`src/rtl/rsh_pkg.sv`:
```
package rsh_pkg;
   typedef enum logic [1:0] {
      RM_NEAR_UP   = 2'd0,
      RM_NEAR_EVEN = 2'd1,
      RM_TRUNC     = 2'd2,
      RM_ODD       = 2'd3
   } rmode_e;
endpackage

```
`src/rtl/rsh_align.sv`:
```
// Shifts the operand and extracts the bits the rounding logic needs.
module rsh_align #(
   parameter int N  = 8,
   parameter int DW = $clog2(N)
) (
   input  logic [N-1:0]  v_i,
   input  logic [DW-1:0] d_i,
   input  logic          sgn_i,
   output logic [N-1:0]  shifted_o,
   output logic          guard_o,   // most significant discarded bit
   output logic          sticky_o,  // OR of discarded bits below guard
   output logic          any_o      // OR of all discarded bits
);
   logic signed [N-1:0] v_s;
   logic [N-1:0]        lo_mask;
   logic [N-1:0]        guard_mask;
   logic [N-1:0]        below_mask;

   assign v_s        = v_i;
   // Masks are empty for d = 0, so indices below bit 0 read as zero.
   assign lo_mask    = ~({N{1'b1}} << d_i);
   assign below_mask = lo_mask >> 1;
   assign guard_mask = lo_mask ^ below_mask;

   always_comb begin
      if (sgn_i) shifted_o = N'(v_s >>> d_i);
      else       shifted_o = v_i >> d_i;
   end

   assign guard_o  = |(v_i & guard_mask);
   assign sticky_o = |(v_i & below_mask);
   assign any_o    = |(v_i & lo_mask);
endmodule

```
`src/rtl/rsh_incr.sv`:
```
// Chooses the rounding increment for the selected mode.
module rsh_incr
   import rsh_pkg::*;
(
   input  rmode_e mode_i,
   input  logic   guard_i,
   input  logic   sticky_i,
   input  logic   any_i,
   input  logic   lsb_i,
   output logic   inc_o
);
   always_comb begin
      unique case (mode_i)
         RM_NEAR_UP:   inc_o = guard_i;
         RM_NEAR_EVEN: inc_o = guard_i & (sticky_i | lsb_i);
         RM_TRUNC:     inc_o = 1'b0;
         RM_ODD:       inc_o = ~lsb_i & any_i;
         default:      inc_o = 1'b0;
      endcase
   end
endmodule

```
`src/rtl/rsh_round_top.sv`:
```
module rsh_round_top
   import rsh_pkg::*;
#(
   parameter int N       = 8,
   parameter int REG_OUT = 1
) (
   input  logic                 clk,
   input  logic                 rst_n,
   input  logic [N-1:0]         opnd_i,
   input  logic [$clog2(N)-1:0] amt_i,
   input  logic                 sgn_i,
   input  logic [1:0]           mode_i,
   output logic [N-1:0]         res_o,
   output logic                 inexact_o
);
   localparam int DW = $clog2(N);

   if (N < 2) begin : g_bad_width
      $error("rsh_round_top: N must be at least 2");
   end
   if (REG_OUT != 0 && REG_OUT != 1) begin : g_bad_reg
      $error("rsh_round_top: REG_OUT must be 0 or 1");
   end

   logic [N-1:0] shifted;
   logic         guard, sticky, any_disc, inc;
   logic [N-1:0] sum;

   rsh_align #(.N(N), .DW(DW)) u_align (
      .v_i       (opnd_i),
      .d_i       (amt_i),
      .sgn_i     (sgn_i),
      .shifted_o (shifted),
      .guard_o   (guard),
      .sticky_o  (sticky),
      .any_o     (any_disc)
   );

   rsh_incr u_incr (
      .mode_i   (rmode_e'(mode_i)),
      .guard_i  (guard),
      .sticky_i (sticky),
      .any_i    (any_disc),
      .lsb_i    (shifted[0]),
      .inc_o    (inc)
   );

   // Cannot wrap: for d >= 1 the shifted value leaves headroom for +1.
   assign sum = shifted + N'(inc);

   if (REG_OUT == 1) begin : g_reg
      always_ff @(posedge clk or negedge rst_n) begin
         if (!rst_n) begin
            res_o     <= '0;
            inexact_o <= 1'b0;
         end else begin
            res_o     <= sum;
            inexact_o <= any_disc;
         end
      end
   end else begin : g_comb
      assign res_o     = sum;
      assign inexact_o = any_disc;
   end
endmodule

```
`config.mk`:
```
export PLATFORM = sky130hd
export DESIGN_NAME = rsh_round_top
export DESIGN_NICKNAME = d
export VERILOG_FILES = /design/src/rtl/rsh_pkg.sv /design/src/rtl/rsh_align.sv /design/src/rtl/rsh_incr.sv /design/src/rtl/rsh_round_top.sv
export SDC_FILE = /design/constraint.sdc
export NUM_CORES = 1
export LEC_CHECK = 0
export BUFFER_PORTS_ARGS = -buffer_cell sky130_fd_sc_hd__buf_2
export CAP_MARGIN = 5
export CORE_MARGIN = 2
export CORE_UTILIZATION = 51
export CTS_CLUSTER_DIAMETER = 60
export DETAILED_ROUTE_END_ITERATION = 8
export GPL_TIMING_DRIVEN = 0
export HOLD_SLACK_MARGIN = 0.03
export PLACE_DENSITY = 0.78
export SLEW_MARGIN = 30
export SYNTH_ARGS = -nofsm -noshare
export SYNTH_HDL_FRONTEND = slang
export SYNTH_SLANG_ARGS = --single-unit
```
`constraint.sdc`:
```
create_clock -name clk -period 0.8 [get_ports clk]
set_clock_uncertainty 0.1 [all_clocks]
set_input_delay 0.16 -clock clk [delete_from_list [all_inputs] [get_ports clk]]
set_output_delay 0.16 -clock clk [all_outputs]
set_load 0.03 [all_outputs]
```
* Yosys cells after proc, flatten, opt, wreduce, memory -nomap -nowiden
Cells that the tools add are included.
Cells by class: add/subtract/negate cells 1, equality and inequality tests 3, shift operators 3, muxes and demuxes 2, bitwise operators 9, reductions and logical operators 4
Operator list (count):
- OR reduction 8 bit | 3
- bitwise AND 8 bit | 2
- adder 8 x 1 -> 8 bit | 1
- bitwise AND 8 x 7 -> 8 bit | 1
- 2-to-1 mux 8 bit | 1
- NOT 8 bit | 1
- << shifter 8 x 3 -> 8 bit (first input constant) | 1
- >> shifter 8 x 3 -> 8 bit | 1
- >>> shifter 8 x 3 -> 8 bit | 1
- bitwise XOR 8 x 7 -> 8 bit | 1
- == test 2 bit (second input constant) | 2
- case mux 1 bit (4 select lines) | 1
- bitwise AND 1 bit | 2
- == test 2 x 1 -> 1 bit (second input constant) | 1
- logical NOT 2 bit | 1
- NOT 1 bit | 1
- OR 1 bit | 1
Storage, ports and cells: flip-flop bits (word level) 9, bits of input ports 16, output and inout bits 9

* Longest topological paths before layout
Gate-level depths: netlist (run 1).
depth in word-level cells 8, gate-level depth with buffers 12, depth with buffers taken out 10

* Hierarchy
From an unflattened synthesis (run 1), not the netlist that was laid out.
Second synthesis, totals: cells, all modules 92, area total of the unflattened synthesis 855.8 µm²
Modules (own cells, without submodules):
- rsh_align | instances 1, cells an instance 63, area an instance 473.0 µm²
- rsh_round_top | instances 1, cells an instance 25, area an instance 350.3 µm²
- rsh_incr | instances 1, cells an instance 4, area an instance 32.5 µm²

* Worst setup path before layout (run 1)
Ideal clock, no wire load.
path type input-to-reg, start point input port amt_i[2], end point register res_o[6], arrival 2.029 ns, path slack -1.460 ns, stages on the path 10, path through buf_6 > mux4_2 > mux2i_1 > a311oi_1 > a41o_1 > ha_1 > ha_1 > o2111ai_1 > nor3_2 > xor2_1
On the way: cells in the longest elaborated chain, start to end 8, elaborated cells on any way between the ends 18
RTL lines:
- start, declared | line rsh_round_top.sv:10 | input logic [$clog2(N)-1:0] amt_i,
- << shifter 8 x 3 -> 8 bit | line rsh_align.sv:21 | assign lo_mask = ~({N{1'b1}} << d_i);
- NOT 8 bit | line rsh_align.sv:21
- bitwise XOR 8 x 7 -> 8 bit / bitwise AND 8 x 7 -> 8 bit (equally long branches) | line rsh_align.sv:23, rsh_align.sv:31
- bitwise AND 8 bit / OR reduction 8 bit (equally long branches) | line rsh_align.sv:30, rsh_align.sv:31
- OR reduction 8 bit / OR 1 bit (equally long branches) | line rsh_align.sv:30, rsh_incr.sv:15
- bitwise AND 1 bit | line rsh_incr.sv:15 | RM_NEAR_EVEN: inc_o = guard_i & (sticky_i | lsb_i);
- case mux 1 bit (4 select lines) | line rsh_incr.sv:13 | unique case (mode_i)
- adder 8 x 1 -> 8 bit (*) | line rsh_round_top.sv:49 | assign sum = shifted + N'(inc);
- named net sum[6] | line rsh_round_top.sv:27 | logic [N-1:0] sum;
- end signal, assigned | line rsh_round_top.sv:57 | res_o <= sum;
- end, declared | line rsh_round_top.sv:13 | output logic [N-1:0] res_o,
The timed path passes the listed nets; every way through them passes the cells marked *.

* Final worst setup path (run 1)
start point input port amt_i[2], end point register res_o[7]
The elaborated chain is that of the path after synthesis.

==> flow_summary.yaml, run 1 <==
final_layout:
  nNetsFinal: 158
  fin_cells: 164
  utilization_pct: 82.4
  diodes: 0
  drive_gt1_share_pct: 47.5
  area_growth_pct: 53.1
  final_common_cell: "buf_6"
  design_area_um2: 1410
  layout_common_cells: "buf_6 (15), buf_4 (13), mux2i_1 (12), buf_2 (9), dfrtp_1 (9)"
logic_synthesis:
  syn_area_um2: 920
  synthDistinctLibCells: 41
  synthCells: 102
  yosysWarnings: 0
  synth_seq_cells: 9
  ys_seq_area_share_pct: 24.5
  syn_area_per_cell_um2: 9.02
  synth_nets: 120
timing:
  timing.final.ws_setup_ns: -1.20
  setup_violations: 18
  max_slew_margin_pct: 54.0
  rsz0062_at_grt: "true"
  tightestPinTransition_ns: 0.685
  hold_violations: 0
  fin_crit_ns: 2.00
  tns_ns: -10.67
  finalCritPeriodShare_pct: 250
  slew_violations: 0
  max_freq_mhz: 500
place:
  io_buffers: 21
  globalplace.congestion: 0.894
  dp_hpwl_um: 1580
  dp_slack_ns: -1.54
  post_dp_cell_area_um2: 1100
  dpl.cell_count: 148
detailed_routing:
  drc: 0
  vias: 988
  viasPerCell: 6.02
  firstDrtPassIters: 4
  routedWlPerCell_um: 16.6
  wirelength_um: 2720
  antenna_left: 0
  first_iter_violations: 38
global_route:
  grt-ovfl-total: 0
  antenna_found_initial: 0
  grt_pass1_vias: 889
  grt_max_degree: 11
  grt_pass1_wl_um: 4020
  track_usage_pct: 26.5
floorplan:
  coreArea_um2: 1710
  start_util_pct: 53.8
  die_h_um: 46.5
  rows: 15
  ios: 25
  dieArea_um2: 2160
  die_w_um: 46.5
clocking:
  clk_path_buf_depth: 2
  cts-htree-levels: 1
  clk_pin_slew_ns: 0.06
  cts-buffers-inserted: 3
  cts_tree: "built"
  cts.sinks: 9
  root_buffer: "clkbuf_4"
worst_setup_path:
  critPathMostFrequentCell: "buf_4"
  worst_path_max_delay_cell: "mux4_2"
  cp_slowest_stage_delay_ns: 0.54
  path_cells: "buf_12 > mux4_2 > mux2i_4 > buf_4 > a41o_1 > ha_4 > buf_4 > nand3_4 > nor4_4 > xnor2_1"
  end_kind: "register"
  cp.arrival_ns: 2.06
  critPathLaunch: "amt_i[2]"
  endpoint: "res_o[7]$_DFF_PN0_"
  cp-start-kind: "input pin"
  crit_required_ns: 0.86
  worstSetupPathType: "input pin to register"
  cp_max_fo: 5
run_status:
  violations: "setup timing"
  outcome: "complete, but fails checks"
job:
  max_cap_violations: 0
hold_path:
  hold_path_class: "input pin to async pin"
power:
  p_per_area_nw_per_um2: 1300
  power_leakage_nw: 0.619
  ir_worst_vdd_v: 0.000705
[where the power goes]
part	internal, mW	switching, mW	leakage [nW]
Clock	0.191	0.140	0.0150
Combinational	0.443	0.509	0.497
Sequential	0.516	0.0291	0.108
Total	1.15	0.679	0.619
[registers in the layout (all words and copies together), names as in the netlist]
name and count:
inexact_o 1, res_o 8
[routing by layer]
layer	vias up	GRT usage [%]	part of all wire, %
met5	-	0	0
met4	0	14.9	4.6
met3	17	3.14	6.0
met2	60	47.2	54
met1	455	30.0	36
li1	456	-	-
[final cells by class]
class | count | area [um2]
flip-flops and latches | 9 | 225
inverters | 4 | 15.0
repair buffers | 33 | 275
clock buffers | 4 | 26.3
fillers | 99 | 300
well taps | 25 | 31.3
multi-input cells | 80 | 723
plain buffers | 9 | 111
[per-stage QoR]
stage	total power, mW	hold WS [ns]
floorplan	1.02	-0.236
global placement	1.20	-0.0923
detailed placement	1.21	-0.0885
CTS	1.73	0.143
global route	1.95	0.197
finish	1.83	0.179
[cell families (layout without fill, tap and decap cells)]
group / Yosys count / count (layout) / synth area share [%]
AO/OA/AOI/OAI: 30 / 30 / 23.8
AND/OR/NAND/NOR: 27 / 27 / 16.1
multiplexers: 15 / 15 / 17.8
buffers and inverters: 13 / 50 / 9.39
flip-flops: 9 / 9 / 24.5
XOR/XNOR: 6 / 6 / 5.71
adder cells (fa/ha/maj): 2 / 2 / 2.72
[worst max-delay path, delay by kind of cell]
family	cells	cell delay [ns]
AO/OA/AOI/OAI	1	0.19
multiplexers	2	0.74
adder cells (fa/ha/maj)	1	0.15
buffers and inverters	3	0.35
XOR/XNOR	1	0.18
AND/OR/NAND/NOR	2	0.28
[what timing repair did]
action                     4_1_cts  5_1_grt
setup buffers                    7        4
hold buffers                     1        0
pin swaps                        7        7
setup endpoints to repair       18       18
resized for setup               33       17
hold endpoints to repair         9        0
[cells in the mapped netlist]
cell type / count / area [um2]
nand2b_1: 1 / 6.26
dfrtp_1: 9 / 225
nor2b_1: 1 / 6.26
o211ai_2: 1 / 12.5
buf_6: 4 / 45.0
a31oi_1: 1 / 6.26
inv_1: 4 / 15.0
mux2i_1: 13 / 130
mux4_2: 1 / 22.5
o32ai_2: 1 / 16.3
or2_1: 1 / 6.26
clkbuf_1: 1 / 3.75
xor2_1: 2 / 17.5
ha_1: 2 / 25.0
o2111ai_1: 1 / 8.76
a221oi_1: 1 / 8.76
and3_1: 1 / 6.26
o22ai_1: 2 / 12.5
a22oi_1: 1 / 7.51
o211ai_1: 2 / 15.0
a32o_1: 1 / 10.0
a41o_1: 1 / 10.0
nand3b_1: 1 / 7.51
a311oi_1: 1 / 8.76
a21oi_1: 5 / 25.0
nor3_2: 1 / 10.0
nand3_1: 1 / 5.00
xnor2_1: 4 / 35.0
o21ai_0: 8 / 40.0
nor3b_1: 1 / 7.51
buf_2: 3 / 15.0
nand3_2: 1 / 10.0
o211a_1: 1 / 10.0
o21bai_1: 2 / 15.0
mux2_2: 1 / 11.3
a22oi_2: 1 / 12.5
nand2_1: 3 / 11.3
nor2_1: 9 / 33.8
nor3_1: 5 / 25.0
buf_4: 1 / 7.51
nor4_2: 1 / 12.5
[worst min-delay path by stage]
stage	end	cells after the start	slack, ns	start
floorplan	inexact_o$_DFF_PN0_	0	-0.24	rst_n
global placement	inexact_o$_DFF_PN0_	1	-0.09	rst_n
detailed placement	res_o[0]$_DFF_PN0_	1	-0.09	rst_n
CTS	inexact_o$_DFF_PN0_	3	0.14	opnd_i[0]
global route	res_o[4]$_DFF_PN0_	2	0.20	rst_n
finish	res_o[4]$_DFF_PN0_	2	0.18	rst_n
(Power assumes the default switching activity.)
==> run 2: changes to the inputs <==
Settings changed: SKIP_CTS_REPAIR_TIMING set to 1.
==> flow_summary.yaml, run 2 (same netlist as run 1, synthesis figures left out) <==
place:
  globalplace.congestion: 0.894
  dp_hpwl_um: 1580
  dpl.cell_count: 148
  post_dp_cell_area_um2: 1100
  dp_slack_ns: -1.54
  io_buffers: 21
clocking:
  cts_tree: "built"
  root_buffer: "clkbuf_4"
  clk_path_buf_depth: 2
  cts.sinks: 9
  cts-buffers-inserted: 3
  cts-htree-levels: 1
  clk_pin_slew_ns: 0.06
final_layout:
  area_growth_pct: 57.6
  multi_input_comb_area_um2: 723
  drive_gt1_share_pct: 47.9
  utilization_pct: 84.8
  layout_common_cells: "buf_6 (18), buf_4 (12), mux2i_1 (11), dfrtp_1 (9)"
  diodes: 0
  reg.largest.list: "res_o x8, inexact_o x1"
  nNetsFinal: 161
  final_common_cell: "buf_6"
  fill_cells: 83
  design_area_um2: 1450
  seq_area_um2: 225
  fin_cells: 167
  largest_reg_flops: 8
  top_register: "res_o"
floorplan:
  start_util_pct: 53.8
  coreArea_um2: 1710
  die_h_um: 46.5
  rows: 15
  die_w_um: 46.5
  dieArea_um2: 2160
  ios: 25
detailed_routing:
  viasPerCell: 6.13
  first_iter_violations: 45
  antenna_left: 0
  drc: 0
  vias: 1024
  wirelength_um: 3000
  firstDrtPassIters: 4
  routedWlPerCell_um: 18.0
timing:
  finalCritPeriodShare_pct: 253
  rsz0062_at_grt: "true"
  fin_crit_ns: 2.02
  max_slew_margin_pct: 51.2
  tightestPinTransition_ns: 0.727
  slew_violations: 0
  max_freq_mhz: 495
  timing.final.ws_setup_ns: -1.22
  hold_violations: 0
  whs_ns: 0.140
  setup_violations: 18
power:
  power_leakage_nw: 0.638
  switching_power_mw: 0.694
  p_per_area_nw_per_um2: 1270
  pwr-share-comb_pct: 52.2
  seq_power_share_pct: 29.6
  p_int_mw: 1.15
  ir_worst_vdd_v: 0.000784
  netSwitchingFraction_pct: 37.6
  clkPwrFrac_pct: 18.2
worst_setup_path:
  crit_required_ns: 0.88
  cp-start-kind: "input pin"
  cp_slowest_stage_delay_ns: 0.26
  worst_path_max_delay_cell: "a311oi_2"
  end_kind: "register"
  crit_buf_inv: 2
  critPathTopFamily: "compound AO/OA/AOI/OAI gates"
  worstSetupPathType: "input pin to register"
  critPathMostFrequentCell: "ha_4"
  cp_max_fo: 6
  path_cells: "buf_12 > buf_8 > mux2i_2 > o21ai_0 > mux2i_1 > a311oi_2 > a41o_1 > ha_4 > ha_4 > o2111ai_4 > nor3_2 > xor2_1"
  cp.arrival_ns: 2.10
run_status:
  outcome: "complete, but fails checks"
  violations: "setup timing"
global_route:
  grt-ovfl-total: 0
  track_usage_pct: 22.2
  grt_pass1_wl_um: 3420
  antenna_found_initial: 0
  grt_max_degree: 11
  grt_pass1_vias: 793
hold_path:
  hold_path_class: "input pin to register"
job:
  max_cap_violations: 0
[run 2: routing by layer]
metal  vias to the layer above  wire length, um  track usage, %
met2                        48             1580            35.3
met4                         0              121            13.1
li1                        461                -               -
met1                       501             1170            28.7
met3                        14              126            2.35
met5                         -                0               0
[run 2: area by class of cell]
type                    instances  area share, %
multi-input cells              80           49.9
inverters                       4           1.04
plain buffers                   9           8.20
repair buffers                 36           21.3
well taps                      25           2.16
clock buffers                   4           1.81
flip-flops and latches          9           15.5
[run 2: power groups by stage]
| stage | registers [mW] | logic (mW) | clock network (mW) |
|---|---|---|---|
| finish | 0.547 | 0.963 | 0.336 |
| global route | 0.551 | 1.02 | 0.366 |
| CTS | 0.527 | 0.680 | 0.344 |
| detailed placement | 0.534 | 0.677 | 0 |
| global placement | 0.533 | 0.667 | 0 |
| floorplan | 0.666 | 0.359 | 0 |
[run 2: per-stage QoR]
| step | total power [mW] | setup TNS (ns) |
|---|---|---|
| CTS | 1.55 | -11.05 |
| finish | 1.85 | -10.95 |
| floorplan | 1.02 | -9.44 |
| detailed placement | 1.21 | -11.13 |
| global route | 1.93 | -11.74 |
| global placement | 1.20 | -10.70 |
[run 2: final timing paths]
| kind | from | slack, ns | cells past startpoint | to |
|---|---|---|---|---|
| worst max-delay path | amt_i[2] | -1.22 | 12 | res_o[6]$_DFF_PN0_ |
| worst min-delay path | opnd_i[0] | 0.14 | 3 | inexact_o$_DFF_PN0_ |
| min in group asynchronous | rst_n | 0.17 | 2 | res_o[3]$_DFF_PN0_ |
| max in group asynchronous | rst_n | 0.26 | 2 | res_o[1]$_DFF_PN0_ |
